--- config.mk ---
export PLATFORM = sky130hd
export DESIGN_NAME = pixdiv_top
export DESIGN_NICKNAME = d
export VERILOG_FILES = /design/src/rtl/pixdiv_pkg.sv /design/src/rtl/pixdiv_ctrl_reg.sv /design/src/rtl/pixdiv_map.sv /design/src/rtl/pixdiv_phase.sv /design/src/rtl/pixdiv_top.sv
export SDC_FILE = /design/constraint.sdc
export NUM_CORES = 1
export LEC_CHECK = 0
export BUFFER_PORTS_ARGS = -buffer_cell sky130_fd_sc_hd__buf_4
export CAP_MARGIN = 20
export CELL_PAD_IN_SITES_DETAIL_PLACEMENT = 0
export CELL_PAD_IN_SITES_GLOBAL_PLACEMENT = 2
export CORE_MARGIN = 1
export CORE_UTILIZATION = 34
export CTS_CLUSTER_DIAMETER = 150
export DETAILED_ROUTE_END_ITERATION = 7
export GPL_TIMING_DRIVEN = 0
export PLACE_DENSITY_LB_ADDON = 0.1
export REMOVE_ABC_BUFFERS = 1
export SKIP_CTS_REPAIR_TIMING = 1
export SLEW_MARGIN = 20
export SYNTH_ARGS = -nofsm -noshare
export SYNTH_HDL_FRONTEND = slang
export SYNTH_HIERARCHICAL = 1
export SYNTH_SLANG_ARGS = --single-unit
--- constraint.sdc ---
create_clock -name clk -period 3.73 [get_ports clk]
set_clock_uncertainty 0.2 [all_clocks]
set_input_delay 0.1865 -clock clk [delete_from_list [all_inputs] [get_ports clk]]
set_output_delay 0.1865 -clock clk [all_outputs]
set_load 0.005 [all_outputs]
--- src/rtl/pixdiv_pkg.sv ---
package pixdiv_pkg;
  // Divisor is carried in quarter units of the source period.
  localparam int unsigned CODE_W   = 7;
  localparam int unsigned DIV_W    = 9;
  localparam int unsigned SEG1_END = 64;
  localparam int unsigned SEG2_END = 96;
  localparam int unsigned Q_FULL   = 4;
  localparam int unsigned Q_HALF   = 2;
endpackage

--- src/rtl/pixdiv_ctrl_reg.sv ---
module pixdiv_ctrl_reg #(
  parameter int unsigned REG_W    = 16,
  parameter int unsigned CODE_W   = 7,
  parameter int unsigned CODE_LSB = 9
) (
  input  logic              clk,
  input  logic              rst,
  input  logic              wr_en,
  input  logic [REG_W-1:0]  wr_data,
  output logic [CODE_W-1:0] code,
  output logic [REG_W-1:0]  rd_data
);
  localparam int unsigned CODE_MSB = CODE_LSB + CODE_W - 1;

  always_ff @(posedge clk) begin
    if (rst)        code <= '0;
    else if (wr_en) code <= wr_data[CODE_MSB:CODE_LSB];
  end

  // Only the code field is implemented; every other bit reads back as zero.
  always_comb begin
    rd_data = '0;
    rd_data[CODE_MSB:CODE_LSB] = code;
  end
endmodule

--- src/rtl/pixdiv_map.sv ---
module pixdiv_map
  import pixdiv_pkg::*;
#(
  parameter int unsigned CW = CODE_W,
  parameter int unsigned DW = DIV_W
) (
  input  logic [CW-1:0] code,
  output logic [DW-1:0] div_q
);
  localparam logic [DW-1:0] BASE2 = DW'(Q_FULL + SEG1_END);
  localparam logic [DW-1:0] BASE3 = DW'(Q_FULL + SEG1_END + 2*(SEG2_END - SEG1_END));

  logic [DW-1:0] c_ext;
  assign c_ext = DW'(code);

  always_comb begin
    if (c_ext <= DW'(SEG1_END))
      div_q = DW'(Q_FULL) + c_ext;                          // quarter steps
    else if (c_ext <= DW'(SEG2_END))
      div_q = BASE2 + ((c_ext - DW'(SEG1_END)) << 1);       // half steps
    else
      div_q = BASE3 + ((c_ext - DW'(SEG2_END)) << 2);       // whole steps
  end
endmodule

--- src/rtl/pixdiv_phase.sv ---
module pixdiv_phase
  import pixdiv_pkg::*;
#(
  parameter int unsigned DW = DIV_W
) (
  input  logic          clk,
  input  logic          rst,
  input  logic          run,
  input  logic          half,
  input  logic [DW-1:0] div_in,
  output logic          pix_en
);
  localparam int unsigned AW = DW + 1;

  logic [AW-1:0] acc_q;
  logic [AW-1:0] sum;
  logic [DW-1:0] div_act;
  logic          fire;

  always_comb begin
    sum  = acc_q + (half ? AW'(Q_HALF) : AW'(Q_FULL));
    fire = (sum >= AW'(div_act));
  end

  always_ff @(posedge clk) begin
    if (rst) begin
      acc_q   <= '0;
      div_act <= DW'(Q_FULL);
      pix_en  <= 1'b0;
    end else if (!run) begin
      acc_q   <= '0;
      div_act <= div_in;
      pix_en  <= 1'b1;
    end else begin
      pix_en <= fire;
      if (fire) begin
        acc_q   <= sum - AW'(div_act);
        div_act <= div_in;   // reload only on a pulse boundary
      end else begin
        acc_q   <= sum;
      end
    end
  end
endmodule

--- src/rtl/pixdiv_top.sv ---
module pixdiv_top
  import pixdiv_pkg::*;
#(
  parameter int unsigned REG_W    = 16,
  parameter int unsigned CODE_LSB = 9
) (
  input  logic             clk,
  input  logic             rst,
  input  logic             wr_en,
  input  logic [REG_W-1:0] wr_data,
  output logic [REG_W-1:0] rd_data,
  input  logic             half_rate,
  input  logic             pll_on,
  output logic             pix_en
);
  logic [CODE_W-1:0] code;
  logic [DIV_W-1:0]  div_q;

  pixdiv_ctrl_reg #(.REG_W(REG_W), .CODE_W(CODE_W), .CODE_LSB(CODE_LSB)) u_reg (
    .clk(clk), .rst(rst), .wr_en(wr_en), .wr_data(wr_data),
    .code(code), .rd_data(rd_data)
  );

  pixdiv_map #(.CW(CODE_W), .DW(DIV_W)) u_map (
    .code(code), .div_q(div_q)
  );

  pixdiv_phase #(.DW(DIV_W)) u_phase (
    .clk(clk), .rst(rst), .run(pll_on), .half(half_rate),
    .div_in(div_q), .pix_en(pix_en)
  );
endmodule

==> results of run 1 <==
## cell type report
| cell class | instances | area [um^2] | share of cell area, % |
|---|---|---|---|
| clock buffers | 4 | 45.0 | 1.67 |
| multi-input cells | 223 | 1690 | 62.4 |
| repair buffers | 28 | 228 | 8.42 |
| flip-flops and latches | 27 | 541 | 20.0 |
| well taps | 96 | 120 | 4.44 |
| inverters | 22 | 82.6 | 3.05 |
## placed cells by master, fill, tap and decap left out, drive strengths merged, types with 2 or more instances in the layout
master        n
clkbuf        4
xnor2        13
nor3b         2
fa            2
nor2         20
a211oi        4
o2bb2ai       2
o21a          3
nand3b        2
nor3          7
nor2b         4
nand3        10
buf          21
nand4         3
nand2b       17
a31oi         6
nand2        20
a21o          5
and3          5
o21ai        10
or3           3
o22ai         2
inv          22
a21oi         9
conb          9
mux2i        19
xor2          6
dlygate4sd3   7
ha           21
dfxtp        27
o211ai        3
## through the flow
step / std cells / hold WS [ns]
CTS: 391 / -0.0706
detailed placement: 387 / 0.228
global route: 400 / 0.0512
global placement: 387 / 0.218
finish: 400 / 0.0477
floorplan: 272 / 0.0589
## registers in the layout, indices dropped and copies added, names as in the netlist
signal,flops
u_phase/div_act,9
u_phase/acc_q,10
u_reg/code,7
u_phase/pix_en,1
## power breakdown
group          internal [mW]  total [mW]  switching (mW)
combinational          0.607        1.43           0.827
clock                 0.0766       0.172          0.0954
sequential             0.358       0.414          0.0559
total                   1.04        2.02           0.978
## Yosys cell counts (3+ instances only)
master,count,area (um^2)
nand2_1,20,75.1
and3_1,5,31.3
ha_1,21,263
o21a_1,3,22.5
o211ai_1,3,22.5
nand4_1,3,18.8
inv_1,22,82.6
buf_4,17,128
xor2_1,6,52.6
a21o_1,5,37.5
xnor2_1,13,114
nor2b_1,4,25.0
nor2_1,20,75.1
nand3_1,10,50.1
mux2i_1,19,190
nor3_1,7,35.0
a211oi_2,4,50.1
buf_6,6,67.6
nand2b_1,17,106
o21ai_0,8,40.0
dfxtp_1,27,541
a31oi_1,6,37.5
a21oi_1,9,45.0
## routing by layer
layer / share of wire (%) / vias up
met2: 46 / 38
met4: 0.57 / 0
met1: 50 / 892
li1: - / 1012
met3: 3.6 / 2
met5: 0 / -
## cells by family (layout without fill, tap and decap cells)
logic type	Yosys count	after routing	share of synthesized area, %
simple gates	98	98	21.9
other cells	1	9	0.152
flops	27	27	21.8
fa+ha+maj	23	23	12.2
compound gates	55	55	17.5
xor+xnor	19	19	6.72
mux	19	19	7.68
buf+inv	49	54	11.9
## worst paths after layout
check / startpoint / to / slack [ns] / cells past startpoint
max: u_phase/acc_q[1] / u_phase/acc_q[3] / 0.30 / 11
min: wr_en / u_reg/code[2] / 0.05 / 3
max reg2reg: u_phase/acc_q[1] / u_phase/acc_q[3] / 0.30 / 11
min reg2reg: u_phase/div_act[6] / u_phase/div_act[6] / 0.28 / 2
## worst min-delay path: cells and delay by family
family | cells | cell delay [ns]
and+or+nand+nor | 1 | 0.07
muxes | 1 | 0.08
buffers and inverters | 1 | 0.15
==> impl_summary.log, run 1 <==
[metrics] die extent in y: about 87 um
[metrics] number of search-and-repair iterations in the first detailed-routing pass: 4
[metrics] library cell appearing most often on the critical path: ha_1
[metrics] total clock sinks: 27
[metrics] wire length reported by the detailed router: 5.41 mm
[metrics] Yosys warning count: 6
[metrics] Global Route met2 Usage: between 20% and 30%
[metrics] global-route wire length before repair: 9.25 mm
[metrics] met3 routing resource usage after global routing: 1.52%
[metrics] post-route clock period utilization: ~92%
[metrics] slowest CP cell: ha_1
[metrics] root cell of the clock tree: clkbuf_8
[metrics] ant diodes: 0
[metrics] fin crit period: about 3.4 ns
[metrics] total negative setup slack: 0 ns
[metrics] I/O pin total: 38
[metrics] HPWL after DPL: between 4 and 5 mm
[metrics] Detailed Route Iter0 Violations: 70
[metrics] met1 track demand over resource in global routing: a little over a fifth
[metrics] run status: finished, final reports clean
[metrics] unrepaired setup endpoints after global routing: false
[metrics] syn_area_per_cell: 8.50 um^2
[metrics] vias: around 2k
[metrics] worst skew pair latency: 0.27 ns
[metrics] critical path data arrival time: approximately 3.4 ns
[metrics] Die Footprint: around 0.0076 mm^2
[metrics] total number of H-tree levels: 1
[metrics] Gate Count Post-Synth: ~290
[metrics] initial antenna violation count: 0
[metrics] # setup viols final: 0
[metrics] critical path's top delay family: adder cells
[metrics] utilization after layout: 39.2%
[metrics] number of pins with negative max-slew slack in the final report: 0
[metrics] register clock-pin slew on the reported worst setup and hold paths: 0.10 ns
[metrics] fill cell total of the finished layout: 752
[metrics] highest attainable clock frequency: 292 MHz
[metrics] flop and latch count out of synthesis: 27
[metrics] kind of capture point of the worst setup path: flip-flop
[metrics] pre-CTS setup slack: -0.193 ns
[metrics] vias in the first global route: 1833
[metrics] weighted congestion at the end of routability-driven global placement: about 0.74
[metrics] crit path kind: flip-flop to flip-flop
[metrics] highest-utilization routing layer at the global route stage: met2
[metrics] post-layout instance area: between 0.002 and 0.003 mm^2
[metrics] Slew Limit Headroom: roughly 56%
[metrics] count of final hold-check violations: 0
[metrics] post-route DRC violation count: 0
[metrics] crit path launch type: flip-flop
[metrics] Leak Pwr: between 1 and 1.5 nW
[metrics] count of buffer and inverter cells on the critical path: 1
[metrics] power per unit of standard cell area: between 700 and 800 mW/mm^2
[metrics] Netlist Area Pre-Place: between 0.002 and 0.0025 mm^2
[metrics] Die Width: roughly 87 um
[metrics] cell-by-cell trace of the critical path: ha_1 > inv_1 > fa_1 > nand3b_4 > xnor2_1 > ha_1 > and4_1 > nand2_1 > o2bb2ai_4 > or2_1 > mux2i_1
[metrics] proportion of synthesized flip-flops having asynchronous set or reset: 0%
[metrics] share of the yosys chip area belonging to registers: 21.8%
[metrics] Detail Route Antenna Nets: 0
[metrics] number of rows in the core area: 30
[metrics] maximum cell stage delay along the critical path: 0.46 ns
[metrics] global-route congestion overflow total: 0
[metrics] Core Footprint: ~0.0069 mm^2
[metrics] Inserted Clock Buffers: 3
[metrics] Design Power: 2.02 mW
[metrics] highest ir drop seen on vdd: 0.000293 V
[metrics] net count of the finished layout: between 300 and 400
[metrics] area delta synth->final: 9.30%
[metrics] reported max-cap violation count: 0
[metrics] Netlist cell types: 54
[metrics] DP Area: 0.00256 mm^2
[metrics] highest fanout seen on the critical path: 11
[metrics] Worst Max-Slew Pin Slew: 0.660 ns
[metrics] worst hold path type: primary input to flip-flop
[metrics] input/output buffers: 19
[metrics] Primary FF master, synth: dfxtp_1
[metrics] global-route usage over all layers: between 15 and 20%
[metrics] final setup margin: slightly above 0.3 ns
[metrics] proportion of layout cells with a drive suffix above 1: roughly an eighth
[metrics] WP data required: 3.73 ns
[metrics] post-detailed-route via-to-cell ratio: 4.86
[metrics] starting utilization of the core area: 35.8%
[metrics] number of enable-type register cells in the synthesized netlist: 0
[metrics] pin count of the biggest net entering global routing: 29
[metrics] routed length per placed instance: 13.5 um
[metrics] TritonCTS clock tree: built
[metrics] maximum clock path buffer count: 2
No activity file was read; power rests on OpenSTA's default activity.
==> run 2: changes to the inputs <==
--- a/config.mk
+++ b/config.mk
@@ -5,12 +5,13 @@
 export SDC_FILE = /design/constraint.sdc
 export NUM_CORES = 1
 export LEC_CHECK = 0
+export ABC_AREA = 1
 export BUFFER_PORTS_ARGS = -buffer_cell sky130_fd_sc_hd__buf_4
 export CAP_MARGIN = 20
 export CELL_PAD_IN_SITES_DETAIL_PLACEMENT = 0
 export CELL_PAD_IN_SITES_GLOBAL_PLACEMENT = 2
 export CORE_MARGIN = 1
-export CORE_UTILIZATION = 34
+export CORE_UTILIZATION = 31
 export CTS_CLUSTER_DIAMETER = 150
 export DETAILED_ROUTE_END_ITERATION = 7
 export GPL_TIMING_DRIVEN = 0
==> run 2 against run 1 <==
Hold slack got worse by 0.058 ns. Sequential share of layout area about the same. Area after synthesis increased by 2.4%. The run now ends with negative hold slack left. Largest power group unchanged. Maximum frequency increased by 5.2%. Clock-buffer cell count unchanged. Critical endpoint is now u_phase/div_act[3]. Largest cell class unchanged. Critical path depth increased by 5.
==> impl_summary.log, run 2 <==
[metrics] run status: finished, violations left
[metrics] violated checks: negative hold slack
[metrics] ant diodes: 0
[metrics] Yosys warning count: 6
[metrics] total number of H-tree levels: 1
[metrics] I/O pin total: 38
[metrics] Gate Count Post-Synth: around 400
[metrics] Detail Route Antenna Nets: 0
[metrics] syn_area_per_cell: 6.47 um^2
[metrics] critical path data arrival time: between 3 and 4 ns
[metrics] worst hold path type: primary input to flip-flop
[metrics] number of pins with negative max-slew slack in the final report: 0
[metrics] Netlist cell types: 35
[metrics] maximum cell stage delay along the critical path: around 0.44 ns
[metrics] cell-by-cell trace of the critical path: ha_1 > inv_1 > fa_1 > nor2_4 > nand3_1 > xor2_1 > ha_1 > nand2_2 > inv_1 > a21oi_4 > nand3_2 > nand2_4 > nand4_4 > nand2_1 > nand2_1 > nor2_1
[metrics] # setup viols final: 0
[metrics] proportion of layout cells with a drive suffix above 1: 14.4%
[metrics] list of most frequent post-synthesis cells: 110 x nand2_1, 58 x inv_1, 51 x nor2_1
[metrics] crit path launch type: flip-flop
[metrics] number of search-and-repair iterations in the first detailed-routing pass: 4
[metrics] initial antenna violation count: 0
[metrics] register clock-pin slew on the reported worst setup and hold paths: roughly 0.10 ns
[metrics] most flop-heavy register: u_phase/acc_q
[metrics] maximum clock path buffer count: 2
[metrics] starting utilization of the core area: between 30% and 40%
[metrics] cell type with the highest aggregate area in the netlist: dfxtp_1
[metrics] max reg flops: 10
[metrics] HPWL after DPL: approximately 4.5 mm
[metrics] highest attainable clock frequency: about 300 MHz
[metrics] input/output buffers: 19
[metrics] Inserted Clock Buffers: 3
[metrics] Primary FF master, synth: dfxtp_1
[metrics] Core Footprint: 0.00781 mm^2
[metrics] unrepaired setup endpoints after global routing: false
[metrics] Detailed Route Iter0 Violations: 111
[metrics] routed length per placed instance: 11.2 um
[metrics] pin count of the biggest net entering global routing: 19
[metrics] registers with the highest flip-flop counts: u_phase/acc_q (10), u_phase/div_act (9), u_reg/code (7)
[metrics] weighted congestion at the end of routability-driven global placement: 0.765
[metrics] worst skew pair latency: about 0.27 ns
[metrics] global-route usage over all layers: between 10% and 20%
[metrics] Netlist Area Pre-Place: around 0.0025 mm^2
[metrics] DP Area: 0.00266 mm^2
[metrics] count of final hold-check violations: 7
[metrics] kind of capture point of the worst setup path: flip-flop
[metrics] highest ir drop seen on vdd: 0.000312 V
[metrics] number of enable-type register cells in the synthesized netlist: 0
[metrics] top post-synthesis cells by area: dfxtp_1 21%, nand2_1 16%, ha_1 10%
[metrics] Worst Max-Slew Pin Slew: 0.670 ns
[metrics] global-route congestion overflow total: 0
[metrics] proportion of netlist area held by the largest area contributor: 21.3%
[metrics] post-detailed-route via-to-cell ratio: ~4.3
[metrics] area delta synth->final: 6.81%
[metrics] flop and latch count out of synthesis: 27
[metrics] highest fanout seen on the critical path: 18
[metrics] global-route wire length before repair: between 9 and 10 mm
[metrics] count of buffer and inverter cells on the critical path: 2
[metrics] total clock sinks: 27
[metrics] commonest non-fill, non-tap cells in the layout: 110 x nand2_1, 58 x inv_1, 51 x nor2_1, 27 x dfxtp_1
[metrics] post-route clock period utilization: between 80 and 90%
[metrics] fin crit period: about 3.3 ns
[metrics] most frequently used cell type in the post-synthesis netlist: nand2_1
[metrics] WP data required: about 3.8 ns
[metrics] Die Footprint: 0.00854 mm^2
[metrics] crit path kind: flip-flop to flip-flop
[metrics] post-route DRC violation count: 0
[metrics] Die Width: between 90 and 100 um
[metrics] most common library cell in the layout ignoring fill and taps: nand2_1
[metrics] hold slack final: -0.0106 ns
[metrics] fill cell total of the finished layout: roughly 900
[metrics] reported max-cap violation count: 0
[metrics] number of rows in the core area: 32
[metrics] root cell of the clock tree: clkbuf_8
[metrics] critical path's top delay family: simple AND/OR/NAND/NOR gates
[metrics] total negative setup slack: 0 ns
[metrics] vias: between 2k and 2.5k
[metrics] proportion of synthesized flip-flops having asynchronous set or reset: 0%
[metrics] share of the yosys chip area belonging to registers: 21.3%
[metrics] TritonCTS clock tree: built
[metrics] die extent in y: between 90 and 100 um
[metrics] slowest CP cell: fa_1
[metrics] post-layout instance area: roughly 0.0027 mm^2
[metrics] Slew Limit Headroom: between 50% and 60%
[metrics] vias in the first global route: around 2.1k
[metrics] Leak Pwr: 1.40 nW
[metrics] net count of the finished layout: ~450
[metrics] wire length reported by the detailed router: 5.64 mm
[metrics] power per unit of standard cell area: 599 mW/mm^2
[run 2: cell count changes in the layout (fill, tap and decap cells not counted), moves of 6 or more]
cell	previous run	this run
mux2i_1	19	0
nand2b_1	17	0
nor2_2	0	11
nand2_1	20	110
nor2_1	20	51
inv_1	22	58
a31oi_1	6	0
nand2_2	0	12
nand3_1	10	21
dlygate4sd3_1	7	0
[run 2: through the flow]
stage	util (%)	instances	power (mW)	setup WS, ns
final	34.7	505	1.62	0.471
after global routing	34.7	505	1.82	0.143
after CTS	34.7	505	1.65	0.433
after detailed placement	34.1	501	1.47	0.459
after global placement	34.1	501	1.47	0.429
after floorplan	-	380	1.25	0.866
[run 2: worst paths after layout]
| check | slack, ns | to | depth (start not counted) | start |
|---|---|---|---|---|
| worst max-delay path | 0.47 | u_phase/div_act[3] | 16 | u_phase/acc_q[1] |
| worst min-delay path | -0.01 | u_reg/code[4] | 5 | wr_data[13] |
| worst max register to register | 0.47 | u_phase/div_act[3] | 16 | u_phase/acc_q[1] |
| worst min register to register | 0.29 | u_phase/acc_q[0] | 2 | u_phase/acc_q[0] |
[run 2: area by class of cell]
type / instances / area, um^2 / area share [%]
Tap cell: 102 / 128 / 4.71
Sequential cell: 27 / 541 / 20.0
Timing Repair Buffer: 19 / 143 / 5.27
Clock buffer: 4 / 45.0 / 1.66
Multi-Input combinational cell: 292 / 1620 / 59.8
Inverter: 61 / 234 / 8.64
[run 2: per-layer routing]
metal	share of wire, %	up-vias	global-route usage (%)	routed length [um]
met5	0	-	0	0
met4	1.0	0	3.91	58
met3	1.9	5	2.05	108
met2	41	22	22.6	2320
met1	56	969	20.4	3150
li1	-	1198	-	-
[run 2: power by group]
| group | internal [mW] | switching, mW | total, mW |
|---|---|---|---|
| sequential | 0.351 | 0.0507 | 0.401 |
| clock | 0.0767 | 0.0963 | 0.173 |
| combinational | 0.390 | 0.658 | 1.05 |
[run 2: logic make-up (layout without fill, tap and decap cells)]
| group | count (synthesis) | count (layout) | synth area share, % |
|---|---|---|---|
| AO/OA/AOI/OAI | 22 | 22 | 5.13 |
| XOR/XNOR | 16 | 16 | 5.53 |
| adder cells (fa/ha/maj) | 23 | 23 | 11.9 |
| buffers and inverters | 81 | 84 | 16.0 |
| flip-flops | 27 | 27 | 21.3 |
| other | 1 | 9 | 0.148 |
| AND/OR/NAND/NOR | 222 | 222 | 39.9 |
[run 2: tightest hold or removal path, stage by stage]
cell,delay (ns)
buf_4,0.07
inv_1,0.03
nand2_1,0.04
nand2_1,0.04
nor2_1,0.07
==> run 3: changes to the inputs <==
--- a/config.mk
+++ b/config.mk
@@ -10,6 +10,7 @@
 export CAP_MARGIN = 20
 export CELL_PAD_IN_SITES_DETAIL_PLACEMENT = 0
 export CELL_PAD_IN_SITES_GLOBAL_PLACEMENT = 2
+export CORE_ASPECT_RATIO = 1.5
 export CORE_MARGIN = 1
 export CORE_UTILIZATION = 31
 export CTS_CLUSTER_DIAMETER = 150
==> run 3 against run 2 <==
The run now ends clean. Critical endpoint is now u_phase/div_act[0]. Sequential share of layout area down 0.28 points. Global-route usage up 0.48 points. Die area about the same.
==> impl_summary.log, run 3 (same netlist as run 2, synthesis figures left out) <==
[metrics] highest ir drop seen on vdd: between 0.00015 and 0.0002 V
[metrics] global-route usage over all layers: between 10% and 20%
[metrics] proportion of layout cells with a drive suffix above 1: approximately 15%
[metrics] register clock-pin slew on the reported worst setup and hold paths: about 0.070 ns
[metrics] Core Footprint: around 0.008 mm^2
[metrics] area delta synth->final: 8.34%
[metrics] total clock sinks: 27
[metrics] Reg area: between 500 and 600 um^2
[metrics] destination of the critical timing path: u_phase/div_act[0]
[metrics] global-route congestion overflow total: 0
[metrics] I/O pin total: 38
[metrics] net count of the finished layout: about 450
[metrics] pre-CTS setup slack: 0.394 ns
[metrics] die extent in y: roughly 110 um
[metrics] Leak Pwr: about 1.4 nW
[metrics] Detailed Route Iter0 Violations: 50
[metrics] met1 track demand over resource in global routing: about 15%
[metrics] Detail Route Antenna Nets: 0
[metrics] total negative setup slack: 0 ns
[metrics] commonest non-fill, non-tap cells in the layout: 110 x nand2_1, 58 x inv_1, 51 x nor2_1, 27 x dfxtp_1
[metrics] initial antenna violation count: 0
[metrics] utilization after layout: between 30% and 40%
[metrics] Die Width: 75.8 um
[metrics] post-route clock period utilization: between 80% and 90%
[metrics] slowest CP cell: fa_1
[metrics] Switching Share: 48.1%
[metrics] final setup margin: between 0.4 and 0.5 ns
[metrics] unrepaired setup endpoints after global routing: false
[metrics] crit path launch type: flip-flop
[metrics] # setup viols final: 0
[metrics] critical path's top delay family: simple AND/OR/NAND/NOR gates
[metrics] area of combinational cells with multiple inputs: about 0.0016 mm^2
[metrics] fin crit period: 3.26 ns
[metrics] critical path depth in cells: 16
[metrics] count of final hold-check violations: 0
[metrics] Slew Limit Headroom: ~55%
[metrics] worst hold path type: primary input to flip-flop
[metrics] HPWL after DPL: 4.80 mm
[metrics] count of buffer and inverter cells on the critical path: 2
[metrics] maximum cell stage delay along the critical path: 0.43 ns
[metrics] TritonCTS clock tree: built
[metrics] cell-by-cell trace of the critical path: ha_1 > inv_1 > fa_1 > nor2_4 > nand3_1 > xor2_1 > ha_1 > nand2_2 > inv_1 > a21oi_4 > nand3_2 > nand2_4 > nand4_4 > nand2_1 > nand2_1 > nor2_1
[metrics] setup slack of the most critical reg-to-reg path: 0.47 ns
[metrics] post-detailed-route via-to-cell ratio: 4.27
[metrics] weighted congestion at the end of routability-driven global placement: ~0.76
[metrics] most common library cell in the layout ignoring fill and taps: nand2_1
[metrics] Die Footprint: approximately 0.0086 mm^2
[metrics] critical path data arrival time: approximately 3.3 ns
[metrics] met3 routing resource usage after global routing: 1.34%
[metrics] starting utilization of the core area: 31.9%
[metrics] registers with the highest flip-flop counts: u_phase/acc_q (10), u_phase/div_act (9), u_reg/code (7)
[metrics] power per unit of standard cell area: 621 mW/mm^2
[metrics] vias in the first global route: 2057
[metrics] pin count of the biggest net entering global routing: 19
[metrics] Inserted Clock Buffers: 3
[metrics] reported max-cap violation count: 0
[metrics] vias: 2168
[metrics] logic gate share of total power: approximately three fifths
[metrics] worst reg2reg startpoint: u_phase/acc_q[1]
[metrics] wire length reported by the detailed router: between 5 and 6 mm
[metrics] crit path kind: flip-flop to flip-flop
[metrics] root cell of the clock tree: clkbuf_16
[metrics] number of pins with negative max-slew slack in the final report: 0
[metrics] global-route wire length before repair: 9.65 mm
[metrics] P_int: 886 uW
[metrics] WP data required: ~3.7 ns
[metrics] portion of total power attributed to the clock network: 14.9%
[metrics] Critical R2R Capture: u_phase/div_act[0]
[metrics] relative contribution of sequential cells to total power: 23.4%
[metrics] max reg flops: 10
[metrics] Global Route met2 Usage: 30.1%
[metrics] number of cells traversed by the worst register-to-register path: 16
[metrics] number of rows in the core area: 40
[metrics] post-route DRC violation count: 0
[metrics] most flop-heavy register: u_phase/acc_q
[metrics] net load switching power: 821 uW
[metrics] worst skew pair latency: approximately 0.27 ns
[metrics] fill cell total of the finished layout: roughly 900
[metrics] run status: finished, final reports clean
[metrics] routed length per placed instance: 11.5 um
[metrics] hold slack final: 0.00191 ns
[metrics] Worst Max-Slew Pin Slew: between 0.6 and 0.7 ns
[metrics] maximum clock path buffer count: 2
[metrics] highest attainable clock frequency: 307 MHz
[metrics] number of search-and-repair iterations in the first detailed-routing pass: 4
[metrics] highest-utilization routing layer at the global route stage: met2
[metrics] highest fanout seen on the critical path: 18
[metrics] Design Power: 1.71 mW
[metrics] input/output buffers: 19
[metrics] kind of capture point of the worst setup path: flip-flop
[metrics] first element of the critical path: u_phase/acc_q[1]
[metrics] ant diodes: 0
[metrics] total number of H-tree levels: 1
run 3: changes by cell type in the layout (fill, tap and decap cells not counted):
| cell | previous run | this run |
|---|---|---|
| clkbuf_16 | 0 | 3 |
| clkbuf_1 | 1 | 0 |
| clkbuf_8 | 3 | 0 |
| clkinv_2 | 0 | 1 |
run 3: routing by layer:
metal	part of all wire (%)	routed length [um]
met3	1.4	80
met2	60	3480
met4	1.4	82
met5	0	0
met1	38	2190
run 3: worst min path at each step:
stage                      from          endpoint  slack (ns)  depth (start not counted)
2_1_floorplan             wr_en     u_reg/code[4]        0.12                          2
3_3_place_gp   u_phase/acc_q[0]  u_phase/acc_q[0]        0.26                          2
3_5_place_dp   u_phase/acc_q[0]  u_phase/acc_q[0]        0.27                          2
4_1_cts             wr_data[10]     u_reg/code[1]      -0.002                          5
5_1_grt             wr_data[10]     u_reg/code[1]        0.02                          5
6_report            wr_data[14]     u_reg/code[5]       0.002                          5
run 3: stage by stage:
step                      area [um^2]  cells
after floorplan                  2390    380
after global placement           2670    504
after detailed placement         2670    504
after CTS                        2750    508
after global routing             2750    508
final                            2750    508
run 3: area by class of cell:
class	count	area share, %
inverters	61	8.52
clock inverters	1	0.182
repair buffers	19	5.19
flip-flops and latches	27	19.7
well taps	105	4.78
clock buffers	3	2.73
multi-input cells	292	58.9
run 3: power groups by stage:
stage,registers [mW],clock network (mW),logic [mW]
6_report,0.399,0.255,1.05
5_1_grt,0.411,0.278,1.22
4_1_cts,0.401,0.270,1.08
3_5_place_dp,0.407,0,1.07
3_3_place_gp,0.405,0,1.07
2_1_floorplan,0.397,0,0.853
run 3: tightest hold or removal path, stage by stage:
cell and delay (ns):
buf_4 0.07, inv_1 0.03, nand2_1 0.04, nand2_1 0.04, nor2_1 0.06
